File: src/rtl/flash_cmd_pkg.sv
package flash_cmd_pkg;
  typedef enum logic [2:0] {
    M_READ, M_IDENT, M_ESETUP, M_ERASE, M_EVERIFY, M_PSETUP, M_PROG, M_PVERIFY
  } mode_e;

  typedef enum logic [1:0] {SRC_ARRAY, SRC_IDENT, SRC_LATCHED} rd_src_e;

  localparam logic [7:0] OP_IDENT   = 8'h90;
  localparam logic [7:0] OP_ERASE   = 8'h20;
  localparam logic [7:0] OP_EVERIFY = 8'hA0;
  localparam logic [7:0] OP_PROG    = 8'h40;
  localparam logic [7:0] OP_PVERIFY = 8'hC0;
  localparam logic [7:0] ID_MFR     = 8'h89;
  localparam logic [7:0] ID_DEV     = 8'hBD;
  localparam logic [7:0] ERASED_VAL = 8'hFF;
endpackage

File: src/rtl/strobe_sync.sv
module strobe_sync #(
  parameter int SYNC_STAGES = 2
) (
  input  logic clk_i,
  input  logic rst_ni,
  input  logic ce_ni,
  input  logic oe_ni,
  input  logic we_ni,
  output logic rd_en_o,
  output logic wr_fall_o,
  output logic wr_rise_o
);
  localparam int LAST = SYNC_STAGES - 1;

  logic [2:0] raw;
  logic [2:0] sync_q [SYNC_STAGES];
  logic       we_prev_q;
  logic       ce_s, oe_s, we_s;

  assign raw = {ce_ni, oe_ni, we_ni};

  always_ff @(posedge clk_i or negedge rst_ni) begin
    if (!rst_ni) begin
      for (int i = 0; i < SYNC_STAGES; i++) sync_q[i] <= '1;
      we_prev_q <= 1'b1;
    end else begin
      sync_q[0] <= raw;
      for (int i = 1; i < SYNC_STAGES; i++) sync_q[i] <= sync_q[i-1];
      we_prev_q <= sync_q[LAST][0];
    end
  end

  assign ce_s = ~sync_q[LAST][2];
  assign oe_s = ~sync_q[LAST][1];
  assign we_s = sync_q[LAST][0];

  assign rd_en_o   = ce_s & oe_s;
  assign wr_fall_o = ce_s & we_prev_q & ~we_s;
  assign wr_rise_o = ce_s & ~we_prev_q & we_s;
endmodule

File: src/rtl/cmd_fsm.sv
module cmd_fsm
  import flash_cmd_pkg::*;
#(
  parameter int ADDR_W = 18,
  parameter int DATA_W = 8
) (
  input  logic              clk_i,
  input  logic              rst_ni,
  input  logic              wr_fall_i,
  input  logic              wr_rise_i,
  input  logic [ADDR_W-1:0] addr_i,
  input  logic [DATA_W-1:0] data_i,
  input  logic              vpp_hi_i,
  output mode_e             mode_o,
  output rd_src_e           rd_src_o,
  output logic [ADDR_W-1:0] lat_addr_o,
  output logic              erase_go_o,
  output logic              prog_go_o,
  output logic [ADDR_W-1:0] prog_addr_o
);
  mode_e             mode_q, mode_d;
  logic [ADDR_W-1:0] fall_addr_q, verify_addr_q, prog_addr_q;
  logic              erase_go, prog_go;

  function automatic mode_e decode_idle(input logic [DATA_W-1:0] b);
    case (b)
      OP_IDENT:   return M_IDENT;
      OP_ERASE:   return M_ESETUP;
      OP_PROG:    return M_PSETUP;
      OP_EVERIFY: return M_EVERIFY;
      OP_PVERIFY: return M_PVERIFY;
      default:    return M_READ;
    endcase
  endfunction

  always_comb begin
    mode_d   = mode_q;
    erase_go = 1'b0;
    prog_go  = 1'b0;
    if (wr_rise_i) begin
      case (mode_q)
        M_ESETUP: begin
          if (data_i == OP_ERASE && vpp_hi_i) begin
            mode_d   = M_ERASE;
            erase_go = 1'b1;
          end else begin
            mode_d = M_READ;
          end
        end
        M_ERASE:  mode_d = (data_i == OP_EVERIFY) ? M_EVERIFY : M_READ;
        M_PSETUP: begin
          if (vpp_hi_i) begin
            mode_d  = M_PROG;
            prog_go = 1'b1;
          end else begin
            mode_d = M_READ;
          end
        end
        M_PROG:   mode_d = (data_i == OP_PVERIFY) ? M_PVERIFY : M_READ;
        default:  mode_d = decode_idle(data_i);
      endcase
    end
  end

  always_ff @(posedge clk_i or negedge rst_ni) begin
    if (!rst_ni) begin
      mode_q        <= M_READ;
      fall_addr_q   <= '0;
      verify_addr_q <= '0;
      prog_addr_q   <= '0;
    end else begin
      mode_q <= mode_d;
      if (wr_fall_i) fall_addr_q <= addr_i;
      if (wr_rise_i && mode_d == M_EVERIFY) verify_addr_q <= fall_addr_q;
      if (prog_go) prog_addr_q <= fall_addr_q;
    end
  end

  always_comb begin
    case (mode_q)
      M_IDENT:   rd_src_o = SRC_IDENT;
      M_EVERIFY,
      M_PVERIFY: rd_src_o = SRC_LATCHED;
      default:   rd_src_o = SRC_ARRAY;
    endcase
  end

  assign lat_addr_o  = (mode_q == M_PVERIFY) ? prog_addr_q : verify_addr_q;
  assign mode_o      = mode_q;
  assign erase_go_o  = erase_go;
  assign prog_go_o   = prog_go;
  assign prog_addr_o = fall_addr_q;


  erase_start_chk: assert property (@(posedge clk_i) disable iff (!rst_ni)
    $rose(mode_q == M_ERASE) |-> ($past(mode_q) == M_ESETUP && $past(vpp_hi_i)));


  prog_start_chk: assert property (@(posedge clk_i) disable iff (!rst_ni)
    $rose(mode_q == M_PROG) |-> ($past(mode_q) == M_PSETUP && $past(vpp_hi_i)));


  pverify_addr_chk: assert property (@(posedge clk_i) disable iff (!rst_ni)
    (mode_q == M_PVERIFY && $past(mode_q) == M_PVERIFY) |-> $stable(prog_addr_q));


  mode_on_write_chk: assert property (@(posedge clk_i) disable iff (!rst_ni)
    (mode_q != $past(mode_q)) |-> $past(wr_rise_i));
endmodule

File: src/rtl/byte_array.sv
module byte_array #(
  parameter int MEM_AW = 4,
  parameter int DATA_W = 8
) (
  input  logic              clk_i,
  input  logic              rst_ni,
  input  logic              clr_i,
  input  logic              wr_en_i,
  input  logic [MEM_AW-1:0] wr_addr_i,
  input  logic [DATA_W-1:0] wr_data_i,
  input  logic [MEM_AW-1:0] rd_addr_a_i,
  output logic [DATA_W-1:0] rd_data_a_o,
  input  logic [MEM_AW-1:0] rd_addr_b_i,
  output logic [DATA_W-1:0] rd_data_b_o
);
  localparam int DEPTH = 1 << MEM_AW;

  logic [DATA_W-1:0] mem_q [DEPTH];

  always_ff @(posedge clk_i or negedge rst_ni) begin
    if (!rst_ni) begin
      for (int i = 0; i < DEPTH; i++) mem_q[i] <= '1;
    end else if (clr_i) begin
      for (int i = 0; i < DEPTH; i++) mem_q[i] <= '1;
    end else if (wr_en_i) begin
      mem_q[wr_addr_i] <= mem_q[wr_addr_i] & wr_data_i;
    end
  end

  assign rd_data_a_o = mem_q[rd_addr_a_i];
  assign rd_data_b_o = mem_q[rd_addr_b_i];


  erase_fill_chk: assert property (@(posedge clk_i) disable iff (!rst_ni)
    $past(clr_i) |-> (mem_q[0] == '1 && mem_q[DEPTH-1] == '1));


  prog_and_chk: assert property (@(posedge clk_i) disable iff (!rst_ni)
    $past(wr_en_i) && !$past(clr_i) |->
      ((mem_q[$past(wr_addr_i)] & ~$past(wr_data_i)) == '0));
endmodule

File: src/rtl/flash_cmd_decoder.sv
module flash_cmd_decoder
  import flash_cmd_pkg::*;
#(
  parameter int ADDR_W      = 18,
  parameter int DATA_W      = 8,
  parameter int MEM_AW      = 4,
  parameter int SYNC_STAGES = 2
) (
  input  logic              clk_i,
  input  logic              rst_ni,
  input  logic              ce_ni,
  input  logic              oe_ni,
  input  logic              we_ni,
  input  logic [ADDR_W-1:0] addr_i,
  input  logic [DATA_W-1:0] data_i,
  input  logic              vpp_hi_i,
  output logic [DATA_W-1:0] data_o,
  output logic              data_oe_o,
  output logic              erase_active_o,
  output logic              prog_active_o
);
  logic [ADDR_W-1:0] addr_q;
  logic [DATA_W-1:0] din_q;
  logic              rd_en, wr_fall, wr_rise;
  mode_e             mode;
  rd_src_e           rd_src;
  logic [ADDR_W-1:0] lat_addr, prog_addr;
  logic              erase_go, prog_go;
  logic [DATA_W-1:0] rd_live, rd_lat, id_byte, rd_mux;

  always_ff @(posedge clk_i or negedge rst_ni) begin
    if (!rst_ni) begin
      addr_q <= '0;
      din_q  <= '0;
    end else begin
      addr_q <= addr_i;
      din_q  <= data_i;
    end
  end

  strobe_sync #(.SYNC_STAGES(SYNC_STAGES)) u_sync (
    .clk_i, .rst_ni, .ce_ni, .oe_ni, .we_ni,
    .rd_en_o(rd_en), .wr_fall_o(wr_fall), .wr_rise_o(wr_rise)
  );

  cmd_fsm #(.ADDR_W(ADDR_W), .DATA_W(DATA_W)) u_fsm (
    .clk_i, .rst_ni,
    .wr_fall_i(wr_fall), .wr_rise_i(wr_rise),
    .addr_i(addr_q), .data_i(din_q), .vpp_hi_i,
    .mode_o(mode), .rd_src_o(rd_src), .lat_addr_o(lat_addr),
    .erase_go_o(erase_go), .prog_go_o(prog_go), .prog_addr_o(prog_addr)
  );

  byte_array #(.MEM_AW(MEM_AW), .DATA_W(DATA_W)) u_array (
    .clk_i, .rst_ni,
    .clr_i(erase_go), .wr_en_i(prog_go),
    .wr_addr_i(prog_addr[MEM_AW-1:0]), .wr_data_i(din_q),
    .rd_addr_a_i(addr_q[MEM_AW-1:0]), .rd_data_a_o(rd_live),
    .rd_addr_b_i(lat_addr[MEM_AW-1:0]), .rd_data_b_o(rd_lat)
  );

  always_comb begin
    if (addr_q == ADDR_W'(0))      id_byte = ID_MFR;
    else if (addr_q == ADDR_W'(1)) id_byte = ID_DEV;
    else                           id_byte = '0;
  end

  always_comb begin
    case (rd_src)
      SRC_IDENT:   rd_mux = id_byte;
      SRC_LATCHED: rd_mux = rd_lat;
      default:     rd_mux = rd_live;
    endcase
  end

  assign data_o         = rd_en ? rd_mux : '0;
  assign data_oe_o      = rd_en;
  assign erase_active_o = (mode == M_ERASE);
  assign prog_active_o  = (mode == M_PROG);


  id_code_chk: assert property (@(posedge clk_i) disable iff (!rst_ni)
    (mode == M_IDENT && data_oe_o && addr_q == ADDR_W'(0)) |-> data_o == ID_MFR);


  hiz_chk: assert property (@(posedge clk_i) disable iff (!rst_ni)
    !data_oe_o |-> data_o == '0);
endmodule

File: config.mk
export PLATFORM = sky130hd
export DESIGN_NAME = flash_cmd_decoder
export DESIGN_NICKNAME = d
export VERILOG_FILES = /design/src/rtl/flash_cmd_pkg.sv /design/src/rtl/strobe_sync.sv /design/src/rtl/cmd_fsm.sv /design/src/rtl/byte_array.sv /design/src/rtl/flash_cmd_decoder.sv
export SDC_FILE = /design/constraint.sdc
export NUM_CORES = 1
export LEC_CHECK = 0
export BUFFER_PORTS_ARGS = -buffer_cell sky130_fd_sc_hd__buf_2
export CORE_MARGIN = 10
export CORE_UTILIZATION = 45
export CTS_BUF_LIST = sky130_fd_sc_hd__clkbuf_16
export CTS_CLUSTER_DIAMETER = 80
export DETAILED_ROUTE_END_ITERATION = 12
export PLACE_DENSITY = 0.71
export SYNTH_ARGS = -nofsm -noshare
export SYNTH_HDL_FRONTEND = slang
export SYNTH_SLANG_ARGS = --single-unit
File: constraint.sdc
create_clock -name clk_i -period 2.3 [get_ports clk_i]
set_input_delay 0.345 -clock clk_i [delete_from_list [all_inputs] [get_ports clk_i]]
set_output_delay 0.345 -clock clk_i [all_outputs]
set_load 0.005 [all_outputs]
==> summary.md, run 1 <==
| Metric | Value |
|---|---|
| Hold crit path type | input port to register |
| Initial drt markers | about 1300 |
| Layout cell share with drive strength beyond 1 | a little under half |
| H-tree level count | 4 |
| Failing checks | setup timing |
| Clock Power Share | approximately 33% |
| Post-DRT Antenna Nets | 0 |
| Post-synth top area cell | dfstp_2 |
| Crit path largest cell delay | a little over 0.4 ns |
| Combinational share of power | around 29% |
| Sequential Power Share | 37.9% |
| Top delay family on crit path | buffers and inverters |
| Top FF cell, synth | dfstp_2 |
| Crit start category | register |
| Synth warn | 0 |
| Critical Path AT | 2.59 ns |
| Pre-CTS setup slack | -0.423 ns |
| Gate Count Post-Synth | ~910 |
| First-pass GRT wire length | 49300 um |
| Final WS setup | -0.638 ns |
| Die H | 170 um |
| Worst-skew pair later-pin latency | between 0.4 and 0.5 ns |
| Mapped Area | approximately 10000 um^2 |
| Gr usage total | between 20% and 30% |
| Internal Pwr Total | 0.00587 W |
| Post-route clock period utilization | 128% |
| Worst IR drop on VDD | between 500 and 600 uV |
| Drt drc | 0 |
| Number of global-route vias before repair | approximately 8600 |
| EDFF count, synth | 0 |
| Crit-path max FO | 22 |
| Final setup fails | 8 |
| Final hold violations | 0 |
| Status | finished with violations |
| CP bufs+invs | 4 |
| Detailed Place HPWL | around 21000 um |
| Vias | ~8800 |
| Sw frac | 33.6% |
| Starting density of the core | around 46% |
| Setup CP Type | register to output pin |
| Post-synthesis average cell area | around 11 um^2 |
| Nets | between 1000 and 1500 |
| Cells along the critical path | nand3_4, mux2_2, buf_12, buf_4, nand2_1, nand3_1, a211oi_2, o31ai_4, buf_4, buf_2 |
| Clock tree buffer depth | 2 |
| Worst-Margin Slew | around 0.65 ns |
| Area of the multi-input gates | 5320 um^2 |
| Max cap viols | 0 |
| Clock-pin slew on the worst setup and hold paths | around 0.070 ns |
| Worst rel slew slack | between 50% and 60% |
| RePlAce Congestion | 0.938 |
| CP max-delay cell | dfrtp_1 |
| Max-slew violation count | 0 |
| Most used cell along the critical path | buf_4 |
| Top Ports | 43 |
| Fill cells | approximately 1700 |
| Post-synth top area share | a little over a third |
| Post-layout min period | between 2 and 3 ns |
| DRT Wirelength | approximately 32000 um |
| Clock Sinks | approximately 180 |
| Net Sw Power | approximately 0.003 W |
| Grt ovf | 0 |
| CP endpoint kind | output pin |
| Seq/Total Area, Yosys | around 45% |
| Pin count of the biggest net entering global routing | 59 |
| Req. time, crit path | approximately 2.0 ns |
| Clock root cell | clkbuf_16 |
| Maximum operating frequency | approximately 340 MHz |
| Syn nets | between 900 and 1000 |
| Fin Setup TNS | -4.58 ns |
| Per-cell routed wire length | 23.6 um |
| Seq. cell area | between 4000 and 5000 um^2 |
| PD cells | just under 700 nW/um^2 |
| Initial antenna violation count | 1 |
| Power consumption | roughly 0.0088 W |
| FP Rows | between 50 and 60 |
| Vias per inst | between 6 and 7 |
| Async SR Flop Fraction | between 90% and 100% |
| P&R area growth vs syn | 26.5% |
| FF+latch count, synth | around 180 |
| CTS tree | done |
| N_diodes | 0 |
| Most frequent cells in the layout | o21ai_0 (176), dfstp_2 (135), buf_4 (107) |
| Lkg Pwr | approximately 4.7 nW |
| Area contributors post-synth | dfstp_2 (35%), mux4_2 (17%), dfrtp_1 (10%) |
| Netlist cell types | 60 |
| Skew final | 0.0121 ns |
| Full die area | between 20000 and 30000 um^2 |
| Core area | between 20000 and 25000 um^2 |
| RSZ-0062 raised after global routing | yes |
| Port-buffer cells | 42 |
| Die W | approximately 170 um |
| First-pass iteration count of the detailed router | 6 |
| Most common cell after layout, fill and taps aside | o21ai_0 |
| CTS Buf Count | 17 |
[sequential cells by signal (all words and copies together), names as in the netlist]
signal	cells
addr_q	18
din_q	8
u_array.mem_q	128
u_fsm.mode_o	3
u_fsm.prog_addr_o	4
u_fsm.prog_addr_q	4
u_fsm.verify_addr_q	4
u_sync.sync_q	6
u_sync.we_prev_q	1
[logic make-up after synthesis]
family / synth area share, %
AO/OA/AOI/OAI: 15.7
AND/OR/NAND/NOR: 11.2
flip-flops: 45.4
multiplexers: 23.6
buffers and inverters: 3.93
XOR/XNOR: 0.0870
[power by group through the flow]
stage                     Sequential, W  Clock, W  Combinational [W]
final                           0.00335   0.00292            0.00256
after global routing            0.00336   0.00308            0.00268
after CTS                       0.00334   0.00295            0.00239
after detailed placement        0.00338         0            0.00219
after global placement          0.00338         0            0.00217
after floorplan                 0.00332         0            0.00126
[stage by stage]
| step | utilization [%] | cell area [um^2] | std cells | hold WS (ns) |
|---|---|---|---|---|
| after floorplan | - | 10100 | 908 | 0.0494 |
| after global placement | 52.5 | 11500 | 1265 | 0.328 |
| after detailed placement | 52.5 | 11500 | 1265 | 0.332 |
| after CTS | 57.3 | 12600 | 1338 | 0.000266 |
| after global routing | 58.2 | 12700 | 1346 | 0.00479 |
| final | 58.2 | 12700 | 1346 | 0.0178 |
[cells in the mapped netlist, types with 2 or more instances]
cell	number
mux2_2	12
a22oi_1	3
o21ai_0	182
o221ai_1	5
o22ai_1	2
inv_1	2
nand3b_1	4
nor3_1	49
buf_1	7
a221oi_1	3
nor2_1	7
buf_2	33
nand4_1	3
o21ai_1	7
nor2b_1	12
a31oi_1	5
o31ai_1	4
nand4b_1	3
mux4_2	74
nand2b_1	4
buf_4	4
and2_1	2
o2111ai_1	5
mux2_1	4
a21oi_1	47
nor2_2	2
or3b_1	2
clkbuf_1	37
dfrtp_1	41
dfstp_2	135
and3_1	2
a211oi_1	16
mux2i_1	50
nand2_1	81
buf_6	2
nor3b_1	2
nand3_1	28
a2111oi_0	2
nor4_1	4
[repair_timing]
| action | 4_1_cts | 5_1_grt |
|---|---|---|
| hold buffers | 28 | 1 |
| gates cloned | 1 | 0 |
| gates resized for setup | 19 | 35 |
| setup endpoints to repair | 14 | 18 |
| endpoints found under the hold margin | 48 | 1 |
| pin swaps | 6 | 19 |
| setup buffers | 12 | 9 |
[cell type report]
class                   count  area share (%)
repair buffers            209            14.8
multi-input cells         647            41.7
clock inverters            15            1.35
flip-flops and latches    176            35.9
well taps                 280            2.75
clock buffers              17            3.34
inverters                   2          0.0589
[routing by layer]
metal / wire, um / up-vias / global-route usage [%] / share of wire [%]
met4: 1040 / 5 / 7.65 / 3.3
met2: 15000 / 559 / 33.6 / 47
met5: 38 / - / 0 / 0.12
met3: 3210 / 87 / 5.44 / 10
li1: - / 3740 / - / -
met1: 12500 / 4399 / 29.3 / 39
[worst paths after layout]
kind | start | to | slack (ns) | depth (start not counted)
min | addr_i[1] | addr_q[1]$_DFF_PN0_ | 0.02 | 1
min reg2reg | u_sync.sync_q[4]$_DFF_PN1_ | u_sync.sync_q[1]$_DFF_PN1_ | 0.36 | 0
max in group asynchronous | rst_ni | u_array.mem_q[72]$_DFFE_PN1P_ | 1.15 | 3
max reg2reg | din_q[1]$_DFF_PN0_ | u_fsm.verify_addr_q[0]$_DFFE_PN0P_ | 0.03 | 7
min in group asynchronous | rst_ni | addr_q[1]$_DFF_PN0_ | 0.43 | 2
max | u_fsm.mode_o[0]$_DFF_PN0_ | data_o[1] | -0.64 | 10
No activity file was read; power rests on OpenSTA's default activity.
==> inputs of run 2 (changes only) <==
--- a/config.mk
+++ b/config.mk
@@ -12,6 +12,7 @@
 export CTS_CLUSTER_DIAMETER = 80
 export DETAILED_ROUTE_END_ITERATION = 12
 export PLACE_DENSITY = 0.71
+export RECOVER_POWER = 50
 export SYNTH_ARGS = -nofsm -noshare
 export SYNTH_HDL_FRONTEND = slang
 export SYNTH_SLANG_ARGS = --single-unit
==> run 2 against run 1 <==
The flow still finishes with violations (setup timing). Largest cell class unchanged. Sequential share of layout area grew 0.088 points. Combinational power is essentially flat. Final area shrank 0.25%.
==> summary.md, run 2 (synthesized netlist as in run 1, its figures left out) <==
| Metric | Value |
|---|---|
| Clock Sinks | ~180 |
| Setup CP Type | register to output pin |
| Non-filler cells, final | about 1300 |
| PD cells | around 690 nW/um^2 |
| Hold crit path type | input port to register |
| DRT Wirelength | between 30000 and 40000 um |
| Largest regs | u_array.mem_q (128), addr_q (18), din_q (8) |
| Final hold violations | 0 |
| Vias per inst | 6.56 |
| Gr usage total | 21.8% |
| Post-DRT Antenna Nets | 0 |
| Core area | about 22000 um^2 |
| Final setup fails | 8 |
| P&R area growth vs syn | 26.2% |
| Die W | roughly 170 um |
| CTS tree | done |
| CTS Buf Count | 17 |
| Inst Count DP | roughly 1300 |
| Post-layout min period | about 3 ns |
| CP endpoint kind | output pin |
| Initial drt markers | around 1400 |
| Vias | slightly below 9000 |
| Final WS setup | -0.622 ns |
| FP Rows | 54 |
| Req. time, crit path | 1.96 ns |
| Nets | 1085 |
| Most flops, register | u_array.mem_q |
| Top Ports | 43 |
| H-tree level count | 4 |
| First-pass iteration count of the detailed router | 5 |
| Worst IR drop on VDD | 566 uV |
| Detailed Place HPWL | 21100 um |
| Die H | ~170 um |
| Post-route clock period utilization | 127% |
| Pin count of the biggest net entering global routing | 59 |
| Per-cell routed wire length | ~24 um |
| Lkg Pwr | between 4 and 5 nW |
| Grt ovf | 0 |
| Most common cell after layout, fill and taps aside | o21ai_0 |
| Largest register FFs | approximately 130 |
| Failing checks | setup timing |
| Max cap viols | 0 |
| Max-slew violation count | 0 |
| Worst Reg2Reg Path Length in Cells | 7 |
| Maximum operating frequency | 342 MHz |
| Post-Route Utilization | about three fifths |
| Critical Path AT | between 2 and 3 ns |
| Clock root cell | clkbuf_16 |
| Worst rel slew slack | between 10% and 20% |
| N_diodes | 0 |
| Initial antenna violation count | 1 |
| Status | finished with violations |
| RePlAce Congestion | around 0.94 |
| Skew final | ~0.012 ns |
| Layout cell share with drive strength beyond 1 | a little under half |
| Hold slack | 0.0192 ns |
| Worst-skew pair later-pin latency | between 0.4 and 0.5 ns |
| Clock-pin slew on the worst setup and hold paths | ~0.070 ns |
| First-pass GRT wire length | between 40000 and 50000 um |
| Starting density of the core | a little under half |
| Number of global-route vias before repair | between 8000 and 9000 |
| Port-buffer cells | 42 |
| Most frequent cells in the layout | o21ai_0 (176), dfstp_2 (134), buf_4 (105) |
| Full die area | roughly 29000 um^2 |
| Hold path depth | 1 |
| Crit start category | register |
| Fin Setup TNS | -4.56 ns |
| Crit-path max FO | 22 |
| RSZ-0062 raised after global routing | yes |
| Worst-Margin Slew | ~1.3 ns |
| Internal reg-to-reg setup slack | approximately 0.020 ns |
| Clock tree buffer depth | 2 |
| Drt drc | 0 |
run 2: cell types whose count changed in the layout (fill, tap and decap cells not counted), sizes merged:
cell / previous run / this run
clkbuf: 17 / 20
buf: 180 / 177
run 2: routing by layer:
layer / vias to the layer above / global-route usage (%) / wire length (um)
met5: - / 0 / 17
met3: 99 / 5.44 / 3320
met2: 588 / 33.6 / 14800
met4: 2 / 7.65 / 1160
met1: 4398 / 29.3 / 12600
li1: 3745 / - / -
run 2: path summary, 6_finish.rpt:
check / to / start
worst max-delay path: data_o[1] / u_fsm.mode_o[0]$_DFF_PN0_
worst min-delay path: addr_q[1]$_DFF_PN0_ / addr_i[1]
worst max register to register: u_fsm.verify_addr_q[0]$_DFFE_PN0P_ / din_q[1]$_DFF_PN0_
worst min register to register: u_sync.sync_q[1]$_DFF_PN1_ / u_sync.sync_q[4]$_DFF_PN1_
max in group asynchronous: u_array.mem_q[88]$_DFFE_PN1P_ / rst_ni
min in group asynchronous: addr_q[1]$_DFF_PN0_ / rst_ni
run 2: critical path, stage by stage, from the launching register on:
cell and delay [ns]:
dfrtp_1 0.41, nand3_4 0.17, mux2_2 0.38, buf_12 0.17, buf_4 0.16, nand2_1 0.06, nand3_1 0.10, a211oi_2 0.32
o31ai_4 0.10, buf_4 0.14, buf_2 0.11
run 2: cell type report:
cell class,count,area [um^2]
clock buffer,17,425
multi-input combinational,647,5320
tap,280,350
sequential,176,4580
timing repair buffer,209,1860
clock inverter,15,171
inverter,2,7.51
fill,1729,9180
run 2: metrics by stage:
| stage | setup slack, ns | power, W | cell area [um^2] |
|---|---|---|---|
| after floorplan | 0.0290 | 0.00459 | 10100 |
| after global placement | -0.350 | 0.00555 | 11500 |
| after detailed placement | -0.423 | 0.00557 | 11500 |
| after CTS | -0.648 | 0.00868 | 12600 |
| after global routing | -0.769 | 0.00912 | 12700 |
| final | -0.622 | 0.00882 | 12700 |
run 2: what timing repair did:
action                     4_1_cts  5_1_grt
hold endpoints to repair        48        1
resized for setup               19       35
pin swaps                        6       19
buffers inserted                12        9
gates cloned                     1        0
setup endpoints to repair       14       18
hold buffers                    28        1
run 2: power by group:
group / switching, W / internal (W) / total [W]
clock network: 0.00145 / 0.00147 / 0.00292
registers: 0.000122 / 0.00322 / 0.00335
logic: 0.00139 / 0.00117 / 0.00256
total: 0.00296 / 0.00586 / 0.00882
